<file path="src/rtl/serint_pkg.sv">
package serint_pkg;

   typedef enum logic [2:0] {
      ST_IDLE,
      ST_SELF,
      ST_START,
      ST_LEAD,
      ST_FRAMES,
      ST_STOPW,
      ST_STOPL,
      ST_HOLD
   } serint_st_t;

   typedef enum logic [1:0] {
      PH_SAMPLE,
      PH_RECOV,
      PH_TURN
   } serint_ph_t;

endpackage

</file>
<file path="src/rtl/serint_sync.sv">
module serint_sync #(
   parameter int   WIDTH   = 1,
   parameter int   STAGES  = 2,
   parameter logic RST_VAL = 1'b1
) (
   input  logic             clk,
   input  logic             rst_n,
   input  logic [WIDTH-1:0] d,
   output logic [WIDTH-1:0] q
);

   logic [WIDTH-1:0] chain [STAGES];

   always_ff @(posedge clk or negedge rst_n) begin
      if (!rst_n) begin
         for (int s = 0; s < STAGES; s++) chain[s] <= {WIDTH{RST_VAL}};
      end else begin
         chain[0] <= d;
         for (int s = 1; s < STAGES; s++) chain[s] <= chain[s-1];
      end
   end

   assign q = chain[STAGES-1];

endmodule

</file>
<file path="src/rtl/serint_slot_map.sv">
module serint_slot_map #(
   parameter int NUM_SLOTS = 16,
   parameter int MGMT_SLOT = 2
) (
   input  logic [NUM_SLOTS-1:0] req_n,
   input  logic                 mgmt_n,
   input  logic                 mgmt_sel,
   output logic [NUM_SLOTS-1:0] slot_n
);

   for (genvar i = 0; i < NUM_SLOTS; i++) begin : g_slot
      if (i == MGMT_SLOT) begin : g_shared
         assign slot_n[i] = mgmt_sel ? mgmt_n : req_n[i];
      end else begin : g_direct
         assign slot_n[i] = req_n[i];
      end
   end

endmodule

</file>
<file path="src/rtl/serint_frame_fsm.sv">
module serint_frame_fsm
   import serint_pkg::*;
#(
   parameter int NUM_SLOTS = 16,
   parameter int QUIET_LEN = 2,
   parameter int CONT_LEN  = 3,
   localparam int FRAME_W  = (NUM_SLOTS > 1) ? $clog2(NUM_SLOTS) : 1,
   localparam int MAX_LEN  = (QUIET_LEN > CONT_LEN) ? QUIET_LEN : CONT_LEN,
   localparam int LOW_W    = $clog2(MAX_LEN + 2)
) (
   input  logic                 clk,
   input  logic                 rst_n,
   input  logic                 line_i,
   input  logic [NUM_SLOTS-1:0] slot_now,
   output serint_st_t           st,
   output serint_ph_t           phase,
   output logic [FRAME_W-1:0]   frame,
   output logic [NUM_SLOTS-1:0] latched,
   output logic                 quiet
);

   localparam logic [LOW_W-1:0]   LOW_SAT   = {LOW_W{1'b1}};
   localparam logic [LOW_W-1:0]   LEN_QUIET = LOW_W'(QUIET_LEN);
   localparam logic [LOW_W-1:0]   LEN_CONT  = LOW_W'(CONT_LEN);
   localparam logic [FRAME_W-1:0] LAST_FR   = FRAME_W'(NUM_SLOTS - 1);

   logic [LOW_W-1:0] low_cnt;
   logic             pending;

   assign pending = |(slot_now ^ latched);

   always_ff @(posedge clk or negedge rst_n) begin
      if (!rst_n) begin
         st      <= ST_IDLE;
         phase   <= PH_SAMPLE;
         frame   <= '0;
         latched <= '1;
         quiet   <= 1'b0;
         low_cnt <= '0;
      end else begin
         case (st)
            ST_IDLE: begin
               if (!line_i)               st <= ST_START;
               else if (quiet && pending) st <= ST_SELF;
            end
            ST_SELF:  st <= ST_START;
            ST_START: begin
               if (line_i) begin
                  st      <= ST_LEAD;
                  latched <= slot_now;
               end
            end
            ST_LEAD: begin
               st    <= ST_FRAMES;
               phase <= PH_SAMPLE;
               frame <= '0;
            end
            ST_FRAMES: begin
               case (phase)
                  PH_SAMPLE: phase <= PH_RECOV;
                  PH_RECOV:  phase <= PH_TURN;
                  default: begin
                     phase <= PH_SAMPLE;
                     if (frame == LAST_FR) st <= ST_STOPW;
                     else                  frame <= frame + 1'b1;
                  end
               endcase
            end
            ST_STOPW: begin
               if (!line_i) begin
                  st      <= ST_STOPL;
                  low_cnt <= LOW_W'(1);
               end
            end
            ST_STOPL: begin
               if (!line_i) begin
                  if (low_cnt != LOW_SAT) low_cnt <= low_cnt + 1'b1;
               end else begin
                  if (low_cnt == LEN_QUIET)     quiet <= 1'b1;
                  else if (low_cnt == LEN_CONT) quiet <= 1'b0;
                  st <= ST_HOLD;
               end
            end
            ST_HOLD: st <= (quiet && pending) ? ST_SELF : ST_IDLE;
            default: st <= ST_IDLE;
         endcase
      end
   end

endmodule

</file>
<file path="src/rtl/serint_line_drv.sv">
module serint_line_drv
   import serint_pkg::*;
#(
   parameter int NUM_SLOTS = 16,
   localparam int FRAME_W  = (NUM_SLOTS > 1) ? $clog2(NUM_SLOTS) : 1
) (
   input  logic                 clk,
   input  logic                 rst_n,
   input  serint_st_t           st,
   input  serint_ph_t           phase,
   input  logic [FRAME_W-1:0]   frame,
   input  logic [NUM_SLOTS-1:0] latched,
   output logic                 oe,
   output logic                 o
);

   logic cur_low;
   logic drove_low;

   assign cur_low = ~latched[frame];

   always_ff @(posedge clk or negedge rst_n) begin
      if (!rst_n) drove_low <= 1'b0;
      else        drove_low <= (st == ST_FRAMES) && (phase == PH_SAMPLE) && cur_low;
   end

   always_comb begin
      oe = 1'b0;
      o  = 1'b0;
      case (st)
         ST_SELF: oe = 1'b1;
         ST_FRAMES: begin
            case (phase)
               PH_SAMPLE: oe = cur_low;
               PH_RECOV: begin
                  oe = drove_low;
                  o  = 1'b1;
               end
               default: oe = 1'b0;
            endcase
         end
         default: oe = 1'b0;
      endcase
   end

endmodule

</file>
<file path="src/rtl/serint_agent.sv">
module serint_agent
   import serint_pkg::*;
#(
   parameter int NUM_SLOTS   = 16,
   parameter int SYNC_STAGES = 2,
   parameter int MGMT_SLOT   = 2,
   parameter int QUIET_LEN   = 2,
   parameter int CONT_LEN    = 3,
   localparam int FRAME_W    = (NUM_SLOTS > 1) ? $clog2(NUM_SLOTS) : 1
) (
   input  logic                 clk,
   input  logic                 rst_n,
   input  logic [NUM_SLOTS-1:0] req_n,
   input  logic                 mgmt_req_n,
   input  logic                 mgmt_sel,
   input  logic                 line_i,
   output logic                 line_o,
   output logic                 line_oe
);

   if (NUM_SLOTS < 2 || NUM_SLOTS > 32) begin : g_bad_slots
      $error("serint_agent: NUM_SLOTS must lie in 2..32");
   end
   if (SYNC_STAGES < 2) begin : g_bad_sync
      $error("serint_agent: SYNC_STAGES must be at least 2");
   end
   if (MGMT_SLOT < 0 || MGMT_SLOT >= NUM_SLOTS) begin : g_bad_mgmt
      $error("serint_agent: MGMT_SLOT must index an existing slot");
   end
   if (QUIET_LEN < 2 || CONT_LEN < 2 || QUIET_LEN == CONT_LEN) begin : g_bad_stop
      $error("serint_agent: stop lengths must be distinct and at least 2");
   end

   logic [NUM_SLOTS:0]   raw_bus;
   logic [NUM_SLOTS:0]   sync_bus;
   logic [NUM_SLOTS-1:0] slot_now;
   serint_st_t           st;
   serint_ph_t           phase;
   logic [FRAME_W-1:0]   frame_idx;
   logic [NUM_SLOTS-1:0] slot_latched;
   logic                 quiet_mode;

   assign raw_bus = {mgmt_req_n, req_n};

   serint_sync #(
      .WIDTH   (NUM_SLOTS + 1),
      .STAGES  (SYNC_STAGES),
      .RST_VAL (1'b1)
   ) u_sync (
      .clk   (clk),
      .rst_n (rst_n),
      .d     (raw_bus),
      .q     (sync_bus)
   );

   serint_slot_map #(
      .NUM_SLOTS (NUM_SLOTS),
      .MGMT_SLOT (MGMT_SLOT)
   ) u_map (
      .req_n    (sync_bus[NUM_SLOTS-1:0]),
      .mgmt_n   (sync_bus[NUM_SLOTS]),
      .mgmt_sel (mgmt_sel),
      .slot_n   (slot_now)
   );

   serint_frame_fsm #(
      .NUM_SLOTS (NUM_SLOTS),
      .QUIET_LEN (QUIET_LEN),
      .CONT_LEN  (CONT_LEN)
   ) u_fsm (
      .clk      (clk),
      .rst_n    (rst_n),
      .line_i   (line_i),
      .slot_now (slot_now),
      .st       (st),
      .phase    (phase),
      .frame    (frame_idx),
      .latched  (slot_latched),
      .quiet    (quiet_mode)
   );

   serint_line_drv #(
      .NUM_SLOTS (NUM_SLOTS)
   ) u_drv (
      .clk     (clk),
      .rst_n   (rst_n),
      .st      (st),
      .phase   (phase),
      .frame   (frame_idx),
      .latched (slot_latched),
      .oe      (line_oe),
      .o       (line_o)
   );

endmodule

</file>
<file path="config.mk">
export PLATFORM = sky130hd
export DESIGN_NAME = serint_agent
export DESIGN_NICKNAME = d
export VERILOG_FILES = /design/src/rtl/serint_pkg.sv /design/src/rtl/serint_sync.sv /design/src/rtl/serint_slot_map.sv /design/src/rtl/serint_frame_fsm.sv /design/src/rtl/serint_line_drv.sv /design/src/rtl/serint_agent.sv
export SDC_FILE = /design/constraint.sdc
export NUM_CORES = 1
export LEC_CHECK = 0
export BUFFER_PORTS_ARGS = -buffer_cell sky130_fd_sc_hd__buf_4
export CORE_UTILIZATION = 63
export DETAILED_ROUTE_END_ITERATION = 16
export PLACE_DENSITY = 0.83
export SLEW_MARGIN = 20
export SYNTH_ARGS = -nofsm -noshare
export SYNTH_HDL_FRONTEND = slang
export SYNTH_SLANG_ARGS = --single-unit
</file>
<file path="constraint.sdc">
create_clock -name clk -period 3.6 [get_ports clk]
set_clock_uncertainty 0.05 [all_clocks]
set_input_delay 0.36 -clock clk [delete_from_list [all_inputs] [get_ports clk]]
set_output_delay 0.36 -clock clk [all_outputs]
set_load 0.05 [all_outputs]
</file>
==> results by stage <==
Run status:
- The run finished with clean final reports.

STA:
- The final-report setup violation count is 0.
- The hold violation count in the final report was 0.
- The sum of negative setup slack is 0 ps.
- The max-slew violation count was 0.
- The minimum clock period is 2725 ps.
- Setup repair after global routing left no endpoint under its margin.
- The slew at the pin with the worst max-slew slack is 747.4 ps.
- The ratio of final minimum period to clock period is 75.70%.
- Derived from the worst setup path, the maximum achievable clock frequency is 0.3670 GHz.
- The max-slew headroom at the worst pin is 50.17%.
- The worst-case setup margin in the final layout is 874.8 ps.

Placement:
- Prior to clock tree synthesis, the placed netlist has a worst setup slack of 1235 ps.
- Buffers placed on the I/O ports in this run total 22.
- In this run, placement finished with an instance count of 255.
- Routability-driven placement finished with a final weighted congestion of 0.8108.
- The post-DP HPWL is 2820 um.

Route:
- Summed over all layers, the routed wires come to 4159 um.
- The average detailed-routed wire length per instance is 15.40 um.
- The post-route antenna net violation count is 0.
- The routed layout has 1550 vias.
- Before antenna repair, the detailed router went through 4 iterations.
- For this run, design rule violations remaining after detail routing come to 0.
- In the routed layout, each cell is associated on average with a via count of 5.741.
- For this block, the initial DRC count from the detailed router was 173.

Critical path:
- The setup path with the least slack is of type flop to output pin.
- The category of cells accounting for the largest share of critical-path delay is multiplexers.
- Counting both buffers and inverters, the worst setup path holds a total of 1.
- In this design, the stage delay of the slowest critical-path cell is 590 ps.
- The largest fanout on the critical path is 7.
- For the worst setup path, the data arrival time is 2320 ps.
- The slowest stage cell on the critical path is sky130_fd_sc_hd__mux4_1.
- The signal on the critical path passes through mux4_1 -> mux2i_1 -> nor4b_1 -> nor4_1 -> buf_4.
- The endpoint kind of the worst setup timing path is an output pin.
- The critical path starts at u_fsm.frame[1]$_DFFE_PN0P_.
- The nature of the critical path startpoint is a flop.
- At the worst endpoint, the required time is 3190 ps.
- In this run the critical register-to-register path is launched from u_fsm.st[0]$_DFFE_PN0P_.

Clock tree:
- Counting the buffers created by CTS gives 9.
- The number of buffers inserted by hold repair at cts is 0.
- The H-tree level count is 3.
- In this run the post-CTS setup repair buffer count came out at 0.
- The number of sinks on the clock net is 64.
- In this run the clock root is driven by a sky130_fd_sc_hd__clkbuf_8.
- The later pin in the worst-skew pair is clocked with a latency of 330 ps.
- The clock transition time at the flip-flop clock pins of the worst setup and hold paths is 70 ps.
- TritonCTS built the clock tree.
- In this run the deepest clock path goes through 2 buffers.
- The number of cells upsized or downsized after cts is 0.

Synth:
- For this run, the leading register cell type out of synthesis is sky130_fd_sc_hd__dfstp_2.
- The leading cell type by number of instances after synthesis is sky130_fd_sc_hd__dfstp_2.
- Ranked by instance count, the synthesized netlist is headed by sky130_fd_sc_hd__dfstp_2, sky130_fd_sc_hd__xnor2_1, sky130_fd_sc_hd__mux2_2, sky130_fd_sc_hd__dfrtp_1, sky130_fd_sc_hd__nand2_1.
- The cell count after synthesis came out at 191.
- For this run, asynchronously set or reset flops after synthesis account for 100.0%.
- The combined area of all synthesized cells is 2671 um^2.
- In the post-synthesis netlist, the biggest area contributors are sky130_fd_sc_hd__dfstp_2, sky130_fd_sc_hd__dfrtp_1, sky130_fd_sc_hd__mux2_2.
- Averaged over all synthesized cells, the footprint is 13.99 um^2.
- The register bit count reported by yosys is 64.
- The portion of synthesized cell area occupied by the leading cell type is 49.18%.
- For this run, the number of Yosys warnings is 0.
- In this run, synthesis inferred 0 flip-flops with an integrated enable.
- The post-synthesis cell type with the largest combined area is sky130_fd_sc_hd__dfstp_2.
- Counting every net in the synthesized netlist gives 217.
- The number of distinct library cell variants in the gate-level netlist after synthesis is 40.
- For this run, the register share of the synthesized area comes to 62.30%.

Power:
- Summed over all nets, the switching power comes to 713.5 uW.
- VDD sags by at most 0.0004127 V.
- Power spread over the standard cell area amounts to 773.8 nW/um^2.
- Internal power comes to 1641 uW.
- The fraction of power spent switching nets is 30.30%.
- The clock network burns 24.8% of the power.
- The portion of total power attributed to combinational logic is 25.8%.
- Of the total power, registers draw 49.4%.
- In this run the static leakage power is 0.001229 uW.
- The design draws 2354 uW.

Cells and area:
- The fraction of the core area covered by cells at the end of the flow is 75.53%.
- The layout overhead on the synthesized area is 13.91%.
- The repair_antennas step left the layout with diodes totalling 0.
- Excluding fillers, the count of instances in the completed layout stands at 270.
- Of the cells placed in the final design, the portion with a size suffix greater than 1 is 47.73%.
- The layout net count is 242.

Global route:
- The number of global-route vias before repair is 1521.
- Entering global routing, the biggest net connects 65 pins.
- The initial antenna violation count is 0.
- The total congestion overflow after global routing is 0.
- The first-pass GRT wire length is 7010 um.
- For this run, the total global-route usage over all layers was measured as 22.35%.

Die:
- The number of placement rows is 23.
- The core region is 4029 um^2.
- The floorplan step set the die width to 67.12 um.
- The floorplan step defined a die boundary enclosing 4504 um^2.
- The die span in y is 67.12 um.
- The count of pins on the block boundary is 23.
- The initial standard-cell utilization of the core is 66.30%.

Run:
- The tool flagged a number of max-cap violations equal to 0.

Hold path:
- The min-delay analysis places its worst path in the category input pin to async pin.
[layout by cell type (no fill, tap or decap), types with 3 or more instances in the layout]
cell,netlist,routed
sky130_fd_sc_hd__dfstp_2,50,50
sky130_fd_sc_hd__buf_4,1,22
sky130_fd_sc_hd__xnor2_1,17,17
sky130_fd_sc_hd__mux2_2,16,16
sky130_fd_sc_hd__dfrtp_1,14,14
sky130_fd_sc_hd__clkbuf_8,0,10
sky130_fd_sc_hd__nand2_1,8,8
sky130_fd_sc_hd__nor2b_1,5,5
sky130_fd_sc_hd__nor2_1,5,5
sky130_fd_sc_hd__a21oi_1,5,5
sky130_fd_sc_hd__o31ai_1,5,5
sky130_fd_sc_hd__o21ai_0,5,5
sky130_fd_sc_hd__nand4_1,5,5
sky130_fd_sc_hd__ha_1,5,5
sky130_fd_sc_hd__nand2b_1,4,4
sky130_fd_sc_hd__nand3_1,4,4
sky130_fd_sc_hd__mux2i_1,3,3
sky130_fd_sc_hd__nor4_1,3,3
sky130_fd_sc_hd__and3b_1,3,3
sky130_fd_sc_hd__nor3b_1,3,3
[metrics by stage]
step           hold WS (ps)  area (um^2)
3_3_place_gp          295.2         2856
3_5_place_dp          296.9         2856
4_1_cts               56.39         3043
2_1_floorplan         14.41         2671
5_1_grt               63.30         3043
6_report              46.04         3043
[path summary, 6_finish.rpt]
path,slack (ps),end,cells after the start
setup / recovery,870,line_oe,5
hold / removal,50,u_fsm.phase[0]$_DFFE_PN0P_,1
setup reg to reg,1530,u_fsm.latched[1]$_DFFE_PN1P_,3
hold reg to reg,300,u_sync.q[0]$_DFF_PN1_,0
max in group asynchronous,2980,u_fsm.frame[1]$_DFFE_PN0P_,1
min in group clk,90,u_sync.chain[25]$_DFF_PN1_,1
[cell families (layout without fill, tap and decap cells)]
| logic type | count (synthesis) | in the layout | synth area share [%] |
|---|---|---|---|
| DFF | 64 | 64 | 62.30 |
| and+or+nand+nor | 48 | 48 | 10.49 |
| AOI/OAI and AO/OA | 24 | 24 | 5.902 |
| muxes | 23 | 23 | 11.52 |
| xor gates and xnor gates | 17 | 17 | 5.574 |
| buffers and inverters | 10 | 39 | 1.874 |
| adders and majority gates | 5 | 5 | 2.342 |
[flip-flops by register name, indices dropped and copies added (netlist names)]
| register | count |
|---|---|
| u_fsm.st | 3 |
| u_fsm.phase | 2 |
| u_fsm.low_cnt | 3 |
| u_drv.drove_low | 1 |
| u_fsm.quiet | 1 |
| u_sync.chain | 17 |
| u_fsm.frame | 4 |
| u_sync.q | 17 |
| u_fsm.latched | 16 |
[power by group through the flow]
| stage | sequential (uW) | clock [uW] | combinational, uW |
|---|---|---|---|
| after detailed placement | 1170 | 0 | 610 |
| final | 1160 | 583 | 608 |
| after global placement | 1160 | 0 | 577 |
| after CTS | 1160 | 602 | 614 |
| after global routing | 1200 | 626 | 673 |
| after floorplan | 1080 | 0 | 544 |
[layer usage]
metal	global-route usage, %	up-vias	routed length [um]
met5	0	-	0
met4	11.44	0	41
met3	7.192	4	125
met2	35.00	36	2163
met1	27.69	780	1828
li1	-	730	-
[cell type report]
cell class	instances	area (um^2)
sequential	64	1664
inverter	2	7.507
clock buffer	12	145.1
timing repair buffer	22	165.2
clock inverter	3	41.29
tap	50	62.56
multi-input combinational	117	957.2
fill	265	985.9
No activity file was read; power rests on OpenSTA's default activity.
